<file path="src/rtl/mrd_pkg.sv">
package mrd_pkg;

    localparam int FIELD_W = 7;

    typedef enum logic [1:0] {
        OP_NORMAL    = 2'd0,
        OP_DLL_RESET = 2'd1,
        OP_RESERVED  = 2'd2
    } op_class_e;

    typedef struct packed {
        logic [2:0] lat;
        logic       itlv;
        logic [2:0] blen;
    } mode_fields_t;

    localparam logic [2:0] BL_2    = 3'b001;
    localparam logic [2:0] BL_4    = 3'b010;
    localparam logic [2:0] BL_8    = 3'b011;
    localparam logic [2:0] LAT_2   = 3'b010;
    localparam logic [2:0] LAT_2P5 = 3'b110;
    localparam logic [2:0] LAT_1P5 = 3'b101;
    localparam logic [2:0] LAT_3   = 3'b011;

    localparam mode_fields_t FIELDS_AT_RESET = '{lat: LAT_2P5, itlv: 1'b0, blen: BL_2};

    function automatic logic blen_valid(input logic [2:0] code);
        return (code == BL_2) || (code == BL_4) || (code == BL_8);
    endfunction

    function automatic logic lat_valid(input logic [2:0] code,
                                       input logic       allow_1p5,
                                       input logic       allow_3);
        return (code == LAT_2) || (code == LAT_2P5) ||
               (allow_1p5 && code == LAT_1P5) ||
               (allow_3 && code == LAT_3);
    endfunction

endpackage

</file>
<file path="src/rtl/mrd_classify.sv">
module mrd_classify
    import mrd_pkg::*;
#(
    parameter int   ADDR_W     = 14,
    parameter int   DLL_BIT    = 8,
    parameter logic EN_LAT_1P5 = 1'b0,
    parameter logic EN_LAT_3   = 1'b0
) (
    input  logic [ADDR_W-1:0] cmd_addr,
    output op_class_e         op_class,
    output mode_fields_t      fields,
    output logic              fields_ok
);
    localparam int OPF_W = ADDR_W - FIELD_W;
    localparam logic [OPF_W-1:0] OPF_DLL = OPF_W'(1) << (DLL_BIT - FIELD_W);

    logic [OPF_W-1:0] opf;

    assign opf    = cmd_addr[ADDR_W-1:FIELD_W];
    assign fields = mode_fields_t'(cmd_addr[FIELD_W-1:0]);

    always_comb begin
        if (opf == '0)
            op_class = OP_NORMAL;
        else if (opf == OPF_DLL)
            op_class = OP_DLL_RESET;
        else
            op_class = OP_RESERVED;
    end

    assign fields_ok = blen_valid(fields.blen) &&
                       lat_valid(fields.lat, EN_LAT_1P5, EN_LAT_3);

endmodule

</file>
<file path="src/rtl/mrd_mode_store.sv">
module mrd_mode_store
    import mrd_pkg::*;
(
    input  logic         clk,
    input  logic         rst,
    input  logic         load,
    input  mode_fields_t fields_in,
    output mode_fields_t fields_q
);
    always_ff @(posedge clk) begin
        if (rst)
            fields_q <= FIELDS_AT_RESET;
        else if (load)
            fields_q <= fields_in;
    end
endmodule

</file>
<file path="src/rtl/mrd_seq_track.sv">
module mrd_seq_track
    import mrd_pkg::*;
(
    input  logic      clk,
    input  logic      rst,
    input  logic      cmd_valid,
    input  op_class_e op_class,
    input  logic      fields_ok,
    output logic      load,
    output logic      dll_pulse,
    output logic      pending,
    output logic      err_mode,
    output logic      err_field,
    output logic      err_seq
);
    logic accept_normal, accept_dll, is_reserved, is_badfield;

    assign is_reserved   = cmd_valid && (op_class == OP_RESERVED);
    assign is_badfield   = cmd_valid && !is_reserved && !fields_ok;
    assign accept_normal = cmd_valid && (op_class == OP_NORMAL) && fields_ok;
    assign accept_dll    = cmd_valid && (op_class == OP_DLL_RESET) && fields_ok;
    assign load          = accept_normal || accept_dll;

    always_ff @(posedge clk) begin
        if (rst) begin
            pending   <= 1'b0;
            dll_pulse <= 1'b0;
            err_mode  <= 1'b0;
            err_field <= 1'b0;
            err_seq   <= 1'b0;
        end else begin
            dll_pulse <= accept_dll;
            err_mode  <= is_reserved;
            err_field <= is_badfield;
            err_seq   <= pending && cmd_valid && !accept_normal;
            if (accept_dll)
                pending <= 1'b1;
            else if (accept_normal)
                pending <= 1'b0;
        end
    end
endmodule

</file>
<file path="src/rtl/mode_reg_decoder.sv">
module mode_reg_decoder
    import mrd_pkg::*;
#(
    parameter int   ADDR_W     = 14,
    parameter logic EN_LAT_1P5 = 1'b0,
    parameter logic EN_LAT_3   = 1'b0
) (
    input  logic              clk,
    input  logic              rst,
    input  logic              cmd_valid,
    input  logic [ADDR_W-1:0] cmd_addr,
    output logic [2:0]        burst_len_code,
    output logic              burst_interleaved,
    output logic [2:0]        latency_code,
    output logic              dll_reset_pulse,
    output logic              dll_pending,
    output logic              err_reserved_mode,
    output logic              err_bad_field,
    output logic              err_sequence
);
    op_class_e    op_class;
    mode_fields_t cmd_fields;
    mode_fields_t stored;
    logic         fields_ok;
    logic         load;

    mrd_classify #(
        .ADDR_W    (ADDR_W),
        .DLL_BIT   (8),
        .EN_LAT_1P5(EN_LAT_1P5),
        .EN_LAT_3  (EN_LAT_3)
    ) u_classify (
        .cmd_addr (cmd_addr),
        .op_class (op_class),
        .fields   (cmd_fields),
        .fields_ok(fields_ok)
    );

    mrd_seq_track u_seq (
        .clk      (clk),
        .rst      (rst),
        .cmd_valid(cmd_valid),
        .op_class (op_class),
        .fields_ok(fields_ok),
        .load     (load),
        .dll_pulse(dll_reset_pulse),
        .pending  (dll_pending),
        .err_mode (err_reserved_mode),
        .err_field(err_bad_field),
        .err_seq  (err_sequence)
    );

    mrd_mode_store u_store (
        .clk      (clk),
        .rst      (rst),
        .load     (load),
        .fields_in(cmd_fields),
        .fields_q (stored)
    );

    assign burst_len_code    = stored.blen;
    assign burst_interleaved = stored.itlv;
    assign latency_code      = stored.lat;

endmodule

</file>
<file path="config.mk">
export PLATFORM = sky130hd
export DESIGN_NAME = mode_reg_decoder
export DESIGN_NICKNAME = d
export VERILOG_FILES = /design/src/rtl/mrd_pkg.sv /design/src/rtl/mrd_classify.sv /design/src/rtl/mrd_mode_store.sv /design/src/rtl/mrd_seq_track.sv /design/src/rtl/mode_reg_decoder.sv
export SDC_FILE = /design/constraint.sdc
export NUM_CORES = 1
export LEC_CHECK = 0
export ABC_AREA = 1
export BUFFER_PORTS_ARGS = -buffer_cell sky130_fd_sc_hd__buf_2
export CORE_AREA = 8 8 45 47
export CTS_BUF_LIST = sky130_fd_sc_hd__clkbuf_16
export CTS_CLUSTER_DIAMETER = 30
export DETAILED_ROUTE_END_ITERATION = 16
export DIE_AREA = 0 0 53 55
export PLACE_DENSITY_LB_ADDON = 0.25
export SETUP_SLACK_MARGIN = 0.3
export SLEW_MARGIN = 20
export SYNTH_ARGS = -nofsm -noshare
export SYNTH_HDL_FRONTEND = slang
export SYNTH_SLANG_ARGS = --single-unit
</file>
<file path="constraint.sdc">
create_clock -name clk -period 3 [get_ports clk]
set_clock_uncertainty 0.15 [all_clocks]
set_input_delay 0.6 -clock clk [delete_from_list [all_inputs] [get_ports clk]]
set_output_delay 0.6 -clock clk [all_outputs]
set_load 0.01 [all_outputs]
</file>
==> run summary, run 1 <==
Buf+Inv Stages, Crit Path -> 1
Via-per-instance ratio -> 4.214
Placer congestion estimate -> 0.7263
VDD IR max -> 0.3915 mV
Slowest stage delay, CP -> 0.32 ns
R2R cell count -> 4
CTS tree -> done
Synth Area in Adders -> 0%
Pwr dens -> 580.8 nW/um^2
Syn nets -> 83
Compound-Gate Fraction of Synth Area -> 0%
Final count of hold timing violations -> 0
Worst EP required -> 2.25 ns
Pre-Repair DR Iteration Count -> 3
Synth cell types -> 13
Commonest cells after routing, fill and taps aside -> buf_2, nand2_1, inv_1, dfxtp_1, nor2_1
Avg Inst Size Synth -> 7.583 um^2
Total I/O pin count -> 29
Drt wl/cell -> 10.10 um
First-pass GRT wire length -> 1.938 mm
Leak pwr -> 0.4038 nW
WL final -> 1.131 mm
Crit path DAT -> 0.69 ns
Total Die Area -> 2915 um^2
Most common library cell in the layout ignoring fill and taps -> buf_2
Drt drc -> 0
Register bit total from synthesis -> 12
Critical path launch point type -> flip-flop
Clock Sinks -> 12
Yosys Warn Count -> 0
Worst R2R End -> u_store.fields_q[1]
# hold bufs at CTS -> 0
Post-route ant nets -> 0
Setup violators final -> 0
WHS -> 0.2896 ns
Layout Cells excl Fill -> 112
RSZ-0062 raised after global routing -> false
Post-synthesis mux area share -> 0%
Buffers on Ports -> 28
CP max FO -> 2
CTS clk-pin slew, worst paths -> 0.04 ns
Post-Synth Simple-Gate Area -> 39.50%
Post-layout minimum cycle time -> 1.441 ns
Initial antenna violation count -> 0
Core area -> 1384 um^2
Slowest CP cell -> dfxtp_1
Post-synthesis xor/xnor area fraction -> 0%
Pin count of the biggest net entering global routing -> 12
Share of post-route cells with drive strength above 1 -> 41.67%
Total Power -> 0.0004193 W
Htree depth -> 1
Hold endpoint -> u_store.fields_q[5]
Finished Core Util -> 52.17%
DIE WIDTH -> 53 um
Worst-margin pin slew -> 0.3302 ns
Row count -> 14
Period utilization -> 48.04%
Nets -> 115
Hold depth -> 1
Type of the worst setup path -> flip-flop to output pin
Post-CTS sizing -> 0
Max-slew headroom -> 77.96%
CTS Buffer Depth -> 2
Ordered cell list for the critical path -> buf_2
HP Class -> flip-flop to flip-flop
DR vias -> 472
CP Capture Type -> output pin
Inst Count DP -> 109
Initial Util -> 36.17%
Register area share after synthesis -> 48.00%
Synth-to-Final Area Change -> 44.25%
# diodes -> 0
Mapped Cells -> 66
Fin. max-slew vios -> 0
Achievable Freq -> 0.6938 GHz
Starting DRT DRC Count -> 1
Reg-to-reg startpoint -> u_store.fields_q[1]
Post-CTS Setup Repair Bufs -> 0
Vias in the first global route -> 484
Setup TNS Final -> 0 ns
CTS root buf -> clkbuf_16
Max Cap Viol -> 0
Main combinational cell family by area after synthesis -> simple AND/OR/NAND/NOR gates
Mapped cell area -> 500.5 um^2
Remaining global-route overflow -> 0
Total GRT Usage -> 9.216%
Setup slack, reg-to-reg -> 2.25 ns
Fill cells -> 136
Vert. Die Dim -> 55 um
Top delay family on crit path -> flip-flops
Status -> completed
Clock latency at the later pin of the worst-skew pair -> 0.24 ns
TritonCTS Buffers -> 3
Min-delay src -> u_store.fields_q[5]
## power by group
group	switching (W)	internal [W]
logic	0.0000122	0.0000111
registers	0.000000143	0.000161
clock network	0.0000620	0.000173
total	0.0000743	0.000345
## state kept, by name (all words and copies together), names as in the netlist
| signal | count |
|---|---|
| u_seq.dll_pulse | 1 |
| u_seq.err_field | 1 |
| u_seq.err_mode | 1 |
| u_seq.err_seq | 1 |
| u_seq.pending | 1 |
| u_store.fields_q | 7 |
## cells in the mapped netlist, drive strengths merged
library cell	instances	area, um^2
nand3b	1	7.510
inv	13	48.79
nor2	14	70.06
nand2	15	58.81
clkbuf	1	13.76
dfxtp	12	240.2
nand3	9	55.05
nand4	1	6.260
## area by class of cell
class | instances | area, um^2 | share of cell area [%]
flip-flops and latches | 12 | 240.2 | 33.28
multi-input cells | 40 | 197.7 | 27.38
repair buffers | 28 | 140.1 | 19.41
clock buffers | 3 | 75.07 | 10.40
inverters | 13 | 48.80 | 6.759
well taps | 16 | 20.02 | 2.773
## through the flow
step / setup slack (ns) / instance area, um^2
6_report: 1.559 / 721.9
2_1_floorplan: 1.595 / 500.5
3_3_place_gp: 1.394 / 646.9
5_1_grt: 1.503 / 721.9
4_1_cts: 1.554 / 721.9
3_5_place_dp: 1.392 / 646.9
## worst max path at each step
stage                         from                  end  slack, ns  depth (start not counted)
2_1_floorplan          cmd_addr[2]  u_store.fields_q[1]       1.60                          6
3_3_place_gp           cmd_addr[2]  u_store.fields_q[6]       1.39                          7
3_5_place_dp           cmd_addr[2]  u_store.fields_q[0]       1.39                          7
4_1_cts              u_seq.pending          dll_pending       1.55                          1
5_1_grt                cmd_addr[2]  u_store.fields_q[1]       1.50                          8
6_report       u_store.fields_q[0]    burst_len_code[0]       1.56                          1
## cell families (layout without fill, tap and decap cells)
kind of cell | count (synthesis) | in the layout
DFF | 12 | 12
buffers and inverters | 14 | 44
and+or+nand+nor | 40 | 40
## metal layers
layer  part of all wire [%]  up-vias  track usage, %
met2                     49       15           15.63
met3                     12        2           6.684
met1                     39      197           8.295
met4                   0.35        0           3.879
li1                       -      258               -
met5                      0        -               0
No activity file was read; power rests on OpenSTA's default activity.
==> run 2, diff against run 1 <==
clock period = 1.4 ns   (was 3 ns; I/O delays follow)
==> run 2 against run 1 <==
Effect of this change:
- total power is 120% higher
- sequential power is 110% higher
- sequential share of layout area shrank 4.4 points
- combinational power rose to 3.0 times the previous value
- non-clock buffer count up 3
- die area unchanged
- setup slack lost 1.3 ns
- global-route usage up 0.11 points
- final cell count up 2.7%
- core utilization grew 11 points
- hold slack got worse by 0.18 ns
- first-iteration DRC count rose to 8.0 times the previous value
- critical endpoint is now burst_interleaved
- largest power group unchanged
==> run summary, run 2 (synthesis gave the netlist of run 1 again) <==
Hold depth -> 3
Placer congestion estimate -> 0.7263
Share of post-route cells with drive strength above 1 -> 58.59%
Total GRT Usage -> 9.325%
CTS root buf -> clkbuf_16
Remaining global-route overflow -> 0
CTS Buffer Depth -> 2
Total Die Area -> 2915 um^2
Buf+Inv Stages, Crit Path -> 1
Critical Path Stages -> 1
Via-per-instance ratio -> 4.365
Buffers on Ports -> 28
Max-slew headroom -> 77.59%
DIE WIDTH -> 53 um
WL final -> 1.363 mm
Largest register by flop count -> u_store.fields_q
Nets -> 118
Pre-Repair DR Iteration Count -> 3
Type of the worst setup path -> flip-flop to output pin
Setup TNS Final -> 0 ns
CTS clk-pin slew, worst paths -> 0.04 ns
Initial Util -> 36.17%
Status -> completed
Leak pwr -> 0.4541 nW
Drt wl/cell -> 11.85 um
Pre-CTS setup slack -> 0.1119 ns
Fin. max-slew vios -> 0
Commonest cells after routing, fill and taps aside -> buf_2, inv_1, buf_6, nand2_1, dfxtp_2
Clock Sinks -> 12
Slowest CP cell -> dfxtp_2
Ordered cell list for the critical path -> buf_6
Total I/O pin count -> 29
Htree depth -> 1
Pwr dens -> 1054 nW/um^2
DR vias -> 502
CP Capture Type -> output pin
HP Class -> primary input to flip-flop
Most common library cell in the layout ignoring fill and taps -> buf_2
CTS tree -> done
Worst EP required -> 0.97 ns
Core area -> 1384 um^2
Final WS setup -> 0.3035 ns
Initial antenna violation count -> 0
Inst Count DP -> 109
Vias in the first global route -> 480
VDD IR max -> 0.8691 mV
RSZ-0062 raised after global routing -> true
Worst-margin pin slew -> 0.3357 ns
CP max FO -> 2
Pin count of the biggest net entering global routing -> 12
Critical path launch point type -> flip-flop
Post-route ant nets -> 0
Setup violators final -> 0
Clock latency at the later pin of the worst-skew pair -> 0.23 ns
Vert. Die Dim -> 55 um
Max Cap Viol -> 0
First-pass GRT wire length -> 1.945 mm
Max reg flops -> 7
Crit path DAT -> 0.67 ns
Post-layout minimum cycle time -> 1.096 ns
Starting DRT DRC Count -> 8
# hold bufs at CTS -> 0
Period utilization -> 78.32%
Slowest stage delay, CP -> 0.32 ns
# diodes -> 0
Drt drc -> 0
R2R cell count -> 3
Layout Cells excl Fill -> 115
Synth-to-Final Area Change -> 74.75%
Row count -> 14
TritonCTS Buffers -> 3
Achievable Freq -> 0.9120 GHz
Final count of hold timing violations -> 0
Top delay family on crit path -> flip-flops
[run 2: layer usage]
| metal | wire length [um] | track usage (%) | part of all wire [%] | vias up |
|---|---|---|---|---|
| li1 | - | - | - | 265 |
| met1 | 498 | 8.295 | 37 | 220 |
| met2 | 727 | 15.63 | 53 | 15 |
| met3 | 133 | 7.219 | 9.8 | 2 |
| met4 | 4 | 3.879 | 0.29 | 0 |
| met5 | 0 | 0 | 0 | - |
[run 2: final cells by class]
cell class	instances	area, um^2
fill	119	509.2
clock buffer	3	75.07
inverter	13	48.80
sequential	12	252.7
timing repair buffer	31	237.7
tap	16	20.02
multi-input combinational	40	240.2
[run 2: worst paths after layout]
path | startpoint | end | slack, ns
worst max-delay path | u_store.fields_q[3] | burst_interleaved | 0.30
worst min-delay path | cmd_addr[6] | u_store.fields_q[6] | 0.10
worst max register to register | u_store.fields_q[6] | u_store.fields_q[6] | 0.57
worst min register to register | u_store.fields_q[5] | u_store.fields_q[5] | 0.30
[run 2: what timing repair did]
item / in CTS / in global routing
setup buffers: 0 / 3
pin swaps: 0 / 10
gates resized for setup: 17 / 16
setup endpoints to repair: 9 / 19
gates cloned: 0 / 0
[run 2: metrics by stage]
stage | utilization [%] | hold WS [ns] | power, W | area (um^2)
finish | 63.20 | 0.1049 | 0.0009217 | 874.6
global placement | 46.75 | 0.2756 | 0.0004016 | 646.9
global route | 63.20 | 0.1169 | 0.0009592 | 874.6
CTS | 56.60 | 0.1058 | 0.0009108 | 783.3
detailed placement | 46.75 | 0.2773 | 0.0004017 | 646.9
floorplan | - | 0.2432 | 0.0003757 | 500.5
[run 2: where the power goes]
group	internal [W]	total (W)	switching [W]
Clock	0.000371	0.000508	0.000137
Combinational	0.0000326	0.0000689	0.0000363
Sequential	0.000345	0.000345	0.000000339
Total	0.000748	0.000922	0.000173
